==> config.mk <==
export PLATFORM = sky130hd
export DESIGN_NAME = sb_erase_seq
export DESIGN_NICKNAME = d
export VERILOG_FILES = /design/src/rtl/sb_pkg.sv /design/src/rtl/sb_shift.sv /design/src/rtl/sb_seq.sv /design/src/rtl/sb_erase_seq.sv
export SDC_FILE = /design/constraint.sdc
export NUM_CORES = 1
export LEC_CHECK = 0
export BUFFER_PORTS_ARGS = -buffer_cell sky130_fd_sc_hd__buf_2
export CORE_MARGIN = 4
export CORE_UTILIZATION = 59
export DETAILED_ROUTE_END_ITERATION = 10
export HOLD_SLACK_MARGIN = 0.03
export PLACE_DENSITY = 0.79
export SYNTH_ARGS = -nofsm -noshare
export SYNTH_HDL_FRONTEND = slang
export SYNTH_SLANG_ARGS = --single-unit
==> constraint.sdc <==
create_clock -name clk -period 2.87 [get_ports clk]
set_clock_uncertainty 0.15 [all_clocks]
set_input_delay 0.287 -clock clk [delete_from_list [all_inputs] [get_ports clk]]
set_output_delay 0.287 -clock clk [all_outputs]
set_load 0.1 [all_outputs]
==> src/rtl/sb_pkg.sv <==
package sb_pkg;
    localparam int unsigned ADDR_W = 16;

    localparam logic [7:0] CMD_ERASE  = 8'h20;
    localparam logic [7:0] CMD_VERIFY = 8'hA0;
    localparam logic [7:0] BLANK_BYTE = 8'hFF;

    typedef enum logic [3:0] {
        ST_IDLE,
        ST_ZERO,
        ST_ER_A,
        ST_ER_B,
        ST_BUSY_HI,
        ST_BUSY_LO,
        ST_VF_CMD,
        ST_VF_LO,
        ST_VF_HI,
        ST_STROBE,
        ST_READ,
        ST_JUDGE
    } seq_st_e;
endpackage

==> src/rtl/sb_shift.sv <==
module sb_shift #(
    parameter int unsigned SCLK_HALF = 2
) (
    input  logic       clk,
    input  logic       rst_n,
    input  logic       go,
    input  logic       rx_mode,
    input  logic [7:0] tx_byte,
    input  logic       sda_in,
    output logic       fin,
    output logic [7:0] rx_byte,
    output logic       sclk,
    output logic       sda_out,
    output logic       sda_oe
);
    localparam int unsigned CW = (SCLK_HALF < 2) ? 1 : $clog2(SCLK_HALF);

    typedef struct packed {
        logic          act;
        logic          hi;
        logic          rx;
        logic [CW-1:0] cnt;
        logic [2:0]    bitn;
        logic [7:0]    sh;
        logic          clk_o;
        logic          fin;
    } sh_t;

    sh_t q, d;

    always_comb begin
        d     = q;
        d.fin = 1'b0;
        if (!q.act) begin
            if (go) begin
                d.act   = 1'b1;
                d.hi    = 1'b0;
                d.rx    = rx_mode;
                d.cnt   = '0;
                d.bitn  = '0;
                d.sh    = rx_mode ? 8'h00 : tx_byte;
                d.clk_o = 1'b0;
            end
        end else if (!q.hi) begin
            if (q.cnt == CW'(SCLK_HALF - 1)) begin
                d.hi    = 1'b1;
                d.cnt   = '0;
                d.clk_o = 1'b1;
                if (q.rx) begin
                    d.sh = {sda_in, q.sh[7:1]};
                end
            end else begin
                d.cnt = q.cnt + 1'b1;
            end
        end else begin
            if (q.cnt == CW'(SCLK_HALF - 1)) begin
                d.hi    = 1'b0;
                d.cnt   = '0;
                d.clk_o = 1'b0;
                if (q.bitn == 3'd7) begin
                    d.act = 1'b0;
                    d.fin = 1'b1;
                end else begin
                    d.bitn = q.bitn + 1'b1;
                    if (!q.rx) begin
                        d.sh = {1'b0, q.sh[7:1]};
                    end
                end
            end else begin
                d.cnt = q.cnt + 1'b1;
            end
        end
    end

    always_ff @(posedge clk or negedge rst_n) begin
        if (!rst_n) begin
            q <= '0;
        end else begin
            q <= d;
        end
    end

    assign fin     = q.fin;
    assign rx_byte = q.sh;
    assign sclk    = q.clk_o;
    assign sda_oe  = q.act && !q.rx;
    assign sda_out = sda_oe ? q.sh[0] : 1'b0;
endmodule

==> src/rtl/sb_seq.sv <==
module sb_seq
    import sb_pkg::*;
#(
    parameter int unsigned FIRST     = 0,
    parameter int unsigned LAST      = 15,
    parameter int unsigned MAX_ERASE = 4,
    parameter int unsigned OE_W      = 3
) (
    input  logic              clk,
    input  logic              rst_n,
    input  logic              start,
    input  logic              busy,
    input  logic              wr_ack,
    input  logic              sh_fin,
    input  logic [7:0]        sh_rx_byte,
    output logic              sh_go,
    output logic              sh_rx,
    output logic [7:0]        sh_byte,
    output logic              oe_n,
    output logic              wr_req,
    output logic [ADDR_W-1:0] wr_addr,
    output logic              done,
    output logic              fail
);
    localparam int unsigned EW = $clog2(MAX_ERASE + 1);
    localparam int unsigned OW = (OE_W < 2) ? 1 : $clog2(OE_W);
    localparam logic [ADDR_W-1:0] A_FIRST = ADDR_W'(FIRST);
    localparam logic [ADDR_W-1:0] A_LAST  = ADDR_W'(LAST);

    typedef struct packed {
        seq_st_e           st;
        logic [ADDR_W-1:0] addr;
        logic [EW-1:0]     erases;
        logic [OW-1:0]     ocnt;
        logic              issued;
        logic [7:0]        data;
        logic              done;
        logic              fail;
    } seq_t;

    seq_t q, d;

    logic serial_st;

    always_comb begin
        serial_st = (q.st == ST_ER_A) || (q.st == ST_ER_B) ||
                    (q.st == ST_VF_CMD) || (q.st == ST_VF_LO) ||
                    (q.st == ST_VF_HI) || (q.st == ST_READ);
        sh_go = serial_st && !q.issued;
        sh_rx = (q.st == ST_READ);
        unique case (q.st)
            ST_ER_A, ST_ER_B: sh_byte = CMD_ERASE;
            ST_VF_CMD:        sh_byte = CMD_VERIFY;
            ST_VF_LO:         sh_byte = q.addr[7:0];
            ST_VF_HI:         sh_byte = q.addr[15:8];
            default:          sh_byte = 8'h00;
        endcase
    end

    always_comb begin
        d = q;
        if (serial_st && !q.issued) begin
            d.issued = 1'b1;
        end
        unique case (q.st)
            ST_IDLE: begin
                if (start) begin
                    d.st     = ST_ZERO;
                    d.addr   = A_FIRST;
                    d.erases = '0;
                    d.done   = 1'b0;
                    d.fail   = 1'b0;
                end
            end
            ST_ZERO: begin
                if (wr_ack) begin
                    if (q.addr == A_LAST) begin
                        d.st = ST_ER_A;
                    end else begin
                        d.addr = q.addr + 1'b1;
                    end
                end
            end
            ST_ER_A: begin
                if (q.issued && sh_fin) begin
                    d.issued = 1'b0;
                    d.st     = ST_ER_B;
                end
            end
            ST_ER_B: begin
                if (q.issued && sh_fin) begin
                    d.issued = 1'b0;
                    d.erases = q.erases + 1'b1;
                    d.st     = ST_BUSY_HI;
                end
            end
            ST_BUSY_HI: begin
                if (busy) begin
                    d.st = ST_BUSY_LO;
                end
            end
            ST_BUSY_LO: begin
                if (!busy) begin
                    d.addr = A_FIRST;
                    d.st   = ST_VF_CMD;
                end
            end
            ST_VF_CMD: begin
                if (q.issued && sh_fin) begin
                    d.issued = 1'b0;
                    d.st     = ST_VF_LO;
                end
            end
            ST_VF_LO: begin
                if (q.issued && sh_fin) begin
                    d.issued = 1'b0;
                    d.st     = ST_VF_HI;
                end
            end
            ST_VF_HI: begin
                if (q.issued && sh_fin) begin
                    d.issued = 1'b0;
                    d.ocnt   = '0;
                    d.st     = ST_STROBE;
                end
            end
            ST_STROBE: begin
                if (q.ocnt == OW'(OE_W - 1)) begin
                    d.st = ST_READ;
                end else begin
                    d.ocnt = q.ocnt + 1'b1;
                end
            end
            ST_READ: begin
                if (q.issued && sh_fin) begin
                    d.issued = 1'b0;
                    d.data   = sh_rx_byte;
                    d.st     = ST_JUDGE;
                end
            end
            ST_JUDGE: begin
                if (q.data == BLANK_BYTE) begin
                    if (q.addr == A_LAST) begin
                        d.done = 1'b1;
                        d.st   = ST_IDLE;
                    end else begin
                        d.addr = q.addr + 1'b1;
                        d.st   = ST_VF_CMD;
                    end
                end else if (q.erases == EW'(MAX_ERASE)) begin
                    d.fail = 1'b1;
                    d.st   = ST_IDLE;
                end else begin
                    d.st = ST_ER_A;
                end
            end
            default: d.st = ST_IDLE;
        endcase
    end

    always_ff @(posedge clk or negedge rst_n) begin
        if (!rst_n) begin
            q    <= '0;
            q.st <= ST_IDLE;
        end else begin
            q <= d;
        end
    end

    assign oe_n    = (q.st != ST_STROBE);
    assign wr_req  = (q.st == ST_ZERO);
    assign wr_addr = q.addr;
    assign done    = q.done;
    assign fail    = q.fail;
endmodule

==> src/rtl/sb_erase_seq.sv <==
module sb_erase_seq #(
    parameter int unsigned FIRST     = 0,
    parameter int unsigned LAST      = 15,
    parameter int unsigned MAX_ERASE = 4,
    parameter int unsigned SCLK_HALF = 2,
    parameter int unsigned OE_W      = 3
) (
    input  logic        clk,
    input  logic        rst_n,
    input  logic        start,
    input  logic        busy,
    input  logic        sda_in,
    input  logic        wr_ack,
    output logic        sclk,
    output logic        sda_out,
    output logic        sda_oe,
    output logic        oe_n,
    output logic        wr_req,
    output logic [15:0] wr_addr,
    output logic        done,
    output logic        fail
);
    logic       sh_go;
    logic       sh_rx;
    logic [7:0] sh_byte;
    logic       sh_fin;
    logic [7:0] sh_rx_byte;

    sb_seq #(
        .FIRST    (FIRST),
        .LAST     (LAST),
        .MAX_ERASE(MAX_ERASE),
        .OE_W     (OE_W)
    ) u_seq (
        .clk       (clk),
        .rst_n     (rst_n),
        .start     (start),
        .busy      (busy),
        .wr_ack    (wr_ack),
        .sh_fin    (sh_fin),
        .sh_rx_byte(sh_rx_byte),
        .sh_go     (sh_go),
        .sh_rx     (sh_rx),
        .sh_byte   (sh_byte),
        .oe_n      (oe_n),
        .wr_req    (wr_req),
        .wr_addr   (wr_addr),
        .done      (done),
        .fail      (fail)
    );

    sb_shift #(
        .SCLK_HALF(SCLK_HALF)
    ) u_shift (
        .clk    (clk),
        .rst_n  (rst_n),
        .go     (sh_go),
        .rx_mode(sh_rx),
        .tx_byte(sh_byte),
        .sda_in (sda_in),
        .fin    (sh_fin),
        .rx_byte(sh_rx_byte),
        .sclk   (sclk),
        .sda_out(sda_out),
        .sda_oe (sda_oe)
    );
endmodule

# Word level (Yosys, flattened, before mapping)

Index checks and enable logic that the tools add are counted.

Flip-flop bits (word level): 53
Output and inout bits: 23

Add/subtract/negate cells: 5
Equality and inequality tests: 40
Mux-type cells: 56
Bitwise operators: 1
Reductions and logical operators: 29

Operators by type and width:

| cell                    | number |
|---|---|
| $pmux W16 S4            | 1 |
| $mux W16                | 3 |
| $pmux W4 S12            | 1 |
| $mux W20                | 2 |
| $mux W4                 | 9 |
| $pmux W8 S4             | 1 |
| $ne A2 B2 Y1 const B    | 15 |
| $mux W9                 | 3 |
| $mux W13                | 2 |
| $mux W8                 | 3 |
| $mux W23                | 1 |
| $add A16 B1 Y16 const B | 1 |
| $eq A16 B4 Y1 const B   | 1 |
| $eq A4 B3 Y1 const B    | 4 |
| $eq A4 B4 Y1 const B    | 4 |
| $mux W1                 | 15 |
| $mux W3                 | 5 |
| $reduce_and A12 Y1      | 1 |
| $reduce_and A4 Y1       | 3 |
| $mux W11                | 1 |
| $mux W2                 | 5 |
| $ne A2 B1 Y1 const B    | 5 |
| $reduce_and A5 Y1       | 2 |
| $ne A3 B3 Y1 const B    | 3 |
| other kinds (23)        | 40 |

# Depth between registers and ports, before layout

Depth in word-level cells: 10
Mapped depth: 8
Gate-level depth less buffers: 7

# Cells and area by module

Synthesis repeated with hierarchy kept, for this count alone.

Cells, all modules: 325
Area total of the unflattened synthesis: 3,215.6 um^2

Modules (own cells, without submodules):

| module   | instances | cells each | area each (um^2) | seq. area each (um^2) |
|---|---|---|---|---|
| sb_seq   | 1         | 250        | 2,309.7          | 900.9 |
| sb_shift | 1         | 75         | 905.9            | 425.4 |

# Worst setup path before layout

OpenSTA, ideal clock, no wires.

Path type: register -> output
From: register u_shift.q[16] (netlist bit)
To: output port sda_out
Data arrival time: 2.864 ns
Required time: 2.433 ns
Path slack: -0.431 ns
Stages on the path, launching flop included: 4
Buffers on the path: 1
Cells stage by stage: dfrtp_1 > clkbuf_1 > nor2b_1 > and2_1

Cells in the longest elaborated chain, start to end: 2

Ends and longest elaborated chain:

| item                   | line               | source |
|---|---|---|
| from (decl)            | sb_shift.sv:29     | `sh_t q, d;` |
| from (signal assigned) | sb_shift.sv:77     | `q <= '0;` |
| from (signal assigned) | sb_shift.sv:79     | `q <= d;` |
| $logic_and A1 B1 Y1    | sb_shift.sv:86     | `assign sda_oe = q.act && !q.rx;` |
| via sda_oe             | sb_erase_seq.sv:16 | `output logic sda_oe,` |
| $mux W1                | sb_shift.sv:87     | `assign sda_out = sda_oe ? q.sh[0] : 1'b0;` |
| to (decl)              | sb_erase_seq.sv:15 | `output logic sda_out,` |

The timed path passes the listed nets, and every way through them passes these cells.

# Final worst setup path

From: register u_seq.q[35] (netlist bit)
To: register u_seq.q (netlist bit u_seq.wr_addr[2])

Cells in the longest elaborated chain, start to end: 3
Elaborated cells on any way between the ends: 11

Ends and longest elaborated chain:

| item                                                              | line         | source |
|---|---|---|
| from (decl)                                                       | sb_seq.sv:41 | `seq_t q, d;` |
| $eq A4 B1 Y1, or another cell as far along                        | sb_seq.sv:65 | `unique case (q.st)` |
| $reduce_bool A4 Y1 (no source line), or another cell as far along | n/a          |  |
| $reduce_and A5 Y1 (no source line)                                | n/a          |  |

Several ways; a longest one is shown, not always the timed one.
A chain may end at the register's enable or synchronous reset.

==> run_results.csv <==
group,metric,value,unit
status,status,"finished, final reports clean",
timing,slew_violations,0,
yosys,ys_async_sr_fraction,100.0,%
route,dr.pass1.iters,5,
layout,num_antenna_cells,0,
min_path,min-delay-start,"sda_in",
setup_path,crit_required,2950,ps
pwr,cellLeakagePower,0.001451,uW
yosys,synth.avg_cell_area,9.378,um^2
yosys,synth.cell_area,3029,um^2
grt,antenna_found_initial,0,
layout,nets,348,
timing,relSlewSlack,49.19,%
floorplanning,num_rows,25,
floorplanning,fp.dieW,79.66,um
yosys,netlist-cell-type-count,56,
place,placed_cell_area,3122,um^2
setup_path,critPathLaunchType,"flip-flop",
yosys,muxShareOfSynthArea,7.435,%
setup_path,rrSetupSlack,280,ps
timing,setup_viol,0,
timing,rsz0062_at_grt,"no",
yosys,synth_top_family_by_area,"simple AND/OR/NAND/NOR gates",
min_path,hold_path_end,"u_shift.rx_byte[7]",
setup_path,ff2ff_path_depth,7,
layout,drive_gt1_share,17.80,%
yosys,synth-simple-area-share,20.78,%
clock_network,insertion_delay,310,ps
clock_network,clk_path_buf_depth,2,
grt,grt_overflow,0,
route,viasPerCell,6.089,
grt,grt_use_met2,35.31,%
setup_path,r2r_start,"u_seq.q[35]",
clock_network,cts-resized-gates,0,
route,wl,6.457,mm
setup_path,path_max_fanout,21,
yosys,ys.flop_type,"dfrtp_1",
place,place.gp.congestion,0.8880,
layout,instances_no_fill,404,
yosys,ys_seq_area_share,43.78,%
clock_network,cts-buffers-inserted,5,
clock_network,cts_tree,"yes",
place,dp_cells,395,
place,port_buffers,28,
grt,grt_pass1_vias,2336,
setup_path,crit_family,"simple AND/OR/NAND/NOR gates",
timing,fin_crit_sh,90.31,%
setup_path,cp_slowest_stage_delay,690,ps
yosys,synth-edff-count,0,
grt,grt_usage,22.57,%
floorplanning,core_area,4848,um^2
route,drtAntennaViolNets,0,
flow_run,drv_cap,0,
layout,mostFrequentLayoutCells,"dfrtp_1, nand2_1, o21ai_0",
grt,met1_usage,31.11,%
yosys,synth_adder_area_share,2.478,%
route,wire_per_inst,15.98,um
setup_path,critPathBufInv,2,
grt,busiest_layer,"met2",
yosys,synthesis.nets,335,
setup_path,reg2reg_to,"u_seq.wr_addr[2]",
grt,grt_max_degree,54,
yosys,ys_seq_elements,53,
route,vias,2460,
layout,fill_cells,394,
yosys,synth_xor_area_share,0.2891,%
clock_network,cts.htree.levels,2,
setup_path,crit_chain,"or3_4 > inv_2 > nor2_2 > o2111ai_1 > buf_4 > or3_1 > a21oi_1",
clock_network,path_clk_slew,100,ps
setup_path,critical_path_class,"reg2reg",
clock_network,root_buffer,"clkbuf_8",
floorplanning,initial_core_util,62.48,%
layout,final_common_cell,"dfrtp_1",
layout,syn_to_final_growth,6.402,%
yosys,yosys_warnings,0,
yosys,synth_compound_area_share,17.22,%
timing,period_needed,2592,ps
floorplanning,io_pins,29,
setup_path,cp-end-kind,"flip-flop",
pwr,power.density,837.5,nW/um^2
route,drtIter0Drc,265,
timing,holdWs,127.5,ps
min_path,hold_path_class,"in2reg",
min_path,hold_depth,3,
yosys,syn_inst,323,
setup_path,cp_slowest_cell,"dfrtp_1",
route,drc,0,
pwr,max-vdd-ir-drop,430.3,uV
timing,hold_viol_final,0,
timing,tightestPinTransition,756.3,ps
grt,grt_pass1_wl,11.17,mm
floorplanning,chipHeight,79.66,um
setup_path,worst-path-stages,7,
floorplanning,die_area,6345,um^2
clock_network,clkSinkCount,53,
setup_path,arrival,2680,ps
layout,stdcell_area,3223,um^2
timing,clock.fmax,0.3858,GHz
place,dp_hpwl,4.677,mm
timing,fin_tns_setup,0,ps
grt,use_met3,4.515,%
==> Yosys cell counts, types with 6 or more instances <==
| library cell | n | area (um^2) |
|---|---|---|
| dfrtp_1 | 53 | 1326 |
| nand2_1 | 31 | 116.4 |
| o21ai_0 | 29 | 145.1 |
| buf_4 | 18 | 135.1 |
| nor2_1 | 17 | 63.81 |
| nand3_1 | 14 | 70.07 |
| a21oi_1 | 12 | 60.06 |
| inv_1 | 12 | 45.04 |
| mux2_2 | 11 | 123.9 |
| clkbuf_1 | 10 | 37.54 |
| mux2_1 | 9 | 101.4 |
| or3_1 | 8 | 50.05 |
| o31ai_1 | 7 | 52.55 |
| a22oi_1 | 6 | 45.04 |
| ha_1 | 6 | 75.07 |
==> cell families after synthesis <==
logic type,Yosys count
AO/OA/AOI/OAI,82
XOR/XNOR,1
adder cells (fa/ha/maj),6
buffers and inverters,44
flip-flops,53
multiplexers,20
AND/OR/NAND/NOR,117
==> registers in the layout, indices dropped and copies added, names as in the netlist <==
name and flops:
u_seq.wr_addr 16, u_shift.sclk 1, u_shift.fin 1, u_seq.done 1, u_seq.q 18, u_seq.fail 1
u_shift.rx_byte 8, u_shift.q 7
==> where the power goes <==
| group | internal, uW | total, uW | switching (uW) |
|---|---|---|---|
| logic | 383 | 1220 | 840 |
| clock network | 174 | 430 | 256 |
| registers | 889 | 1050 | 157 |
| total | 1450 | 2700 | 1250 |
==> per-stage QoR <==
step                setup slack, ps  total power (uW)  utilization [%]
floorplan                     128.7              2053                -
global placement              384.5              2247            64.39
detailed placement            347.5              2276            64.39
CTS                           304.3              2711            66.48
global route                  49.05              2897            66.48
finish                        278.2              2699            66.48
==> layer usage <==
metal | share of wire (%) | wire length, um | vias up
met5 | 0 | 0 | -
met1 | 46 | 2948 | 1173
li1 | - | - | 1198
met4 | 1.8 | 116 | 0
met2 | 47 | 3008 | 79
met3 | 5.9 | 383 | 10
==> timing repair <==
action                                 CTS  global route
endpoints found under the hold margin   53             0
setup buffers                            0             0
hold buffers                             1             0
==> worst max-delay path by stage <==
stage / endpoint / start / slack [ps]
global placement: u_seq.wr_addr[13] / u_seq.q[35] / 380
global route: u_seq.wr_addr[13] / u_seq.q[35] / 50
CTS: u_seq.wr_addr[4] / u_seq.q[35] / 300
floorplan: sda_out / u_shift.q[16] / 130
detailed placement: u_seq.wr_addr[4] / u_seq.q[35] / 350
finish: u_seq.wr_addr[2] / u_seq.q[35] / 280
==> worst register-to-register path: stages (launching register included) <==
cell and delay [ps]:
dfrtp_1 690, or3_4 250, inv_2 40, nor2_2 300, o2111ai_1 370, buf_4 290, or3_1 300, a21oi_1 150
==> area by class of cell <==
| cell class | instances | area, um^2 | share of cell area (%) |
|---|---|---|---|
| Multi-Input combinational cell | 226 | 1463 | 45.38 |
| Sequential cell | 53 | 1326 | 41.15 |
| Timing Repair Buffer | 37 | 210.2 | 6.522 |
| Tap cell | 67 | 83.83 | 2.601 |
| Clock buffer | 5 | 68.82 | 2.135 |
| Inverter | 13 | 48.80 | 1.514 |
| Clock inverter | 3 | 22.52 | 0.6988 |
Power figures use the tool's default switching activity.
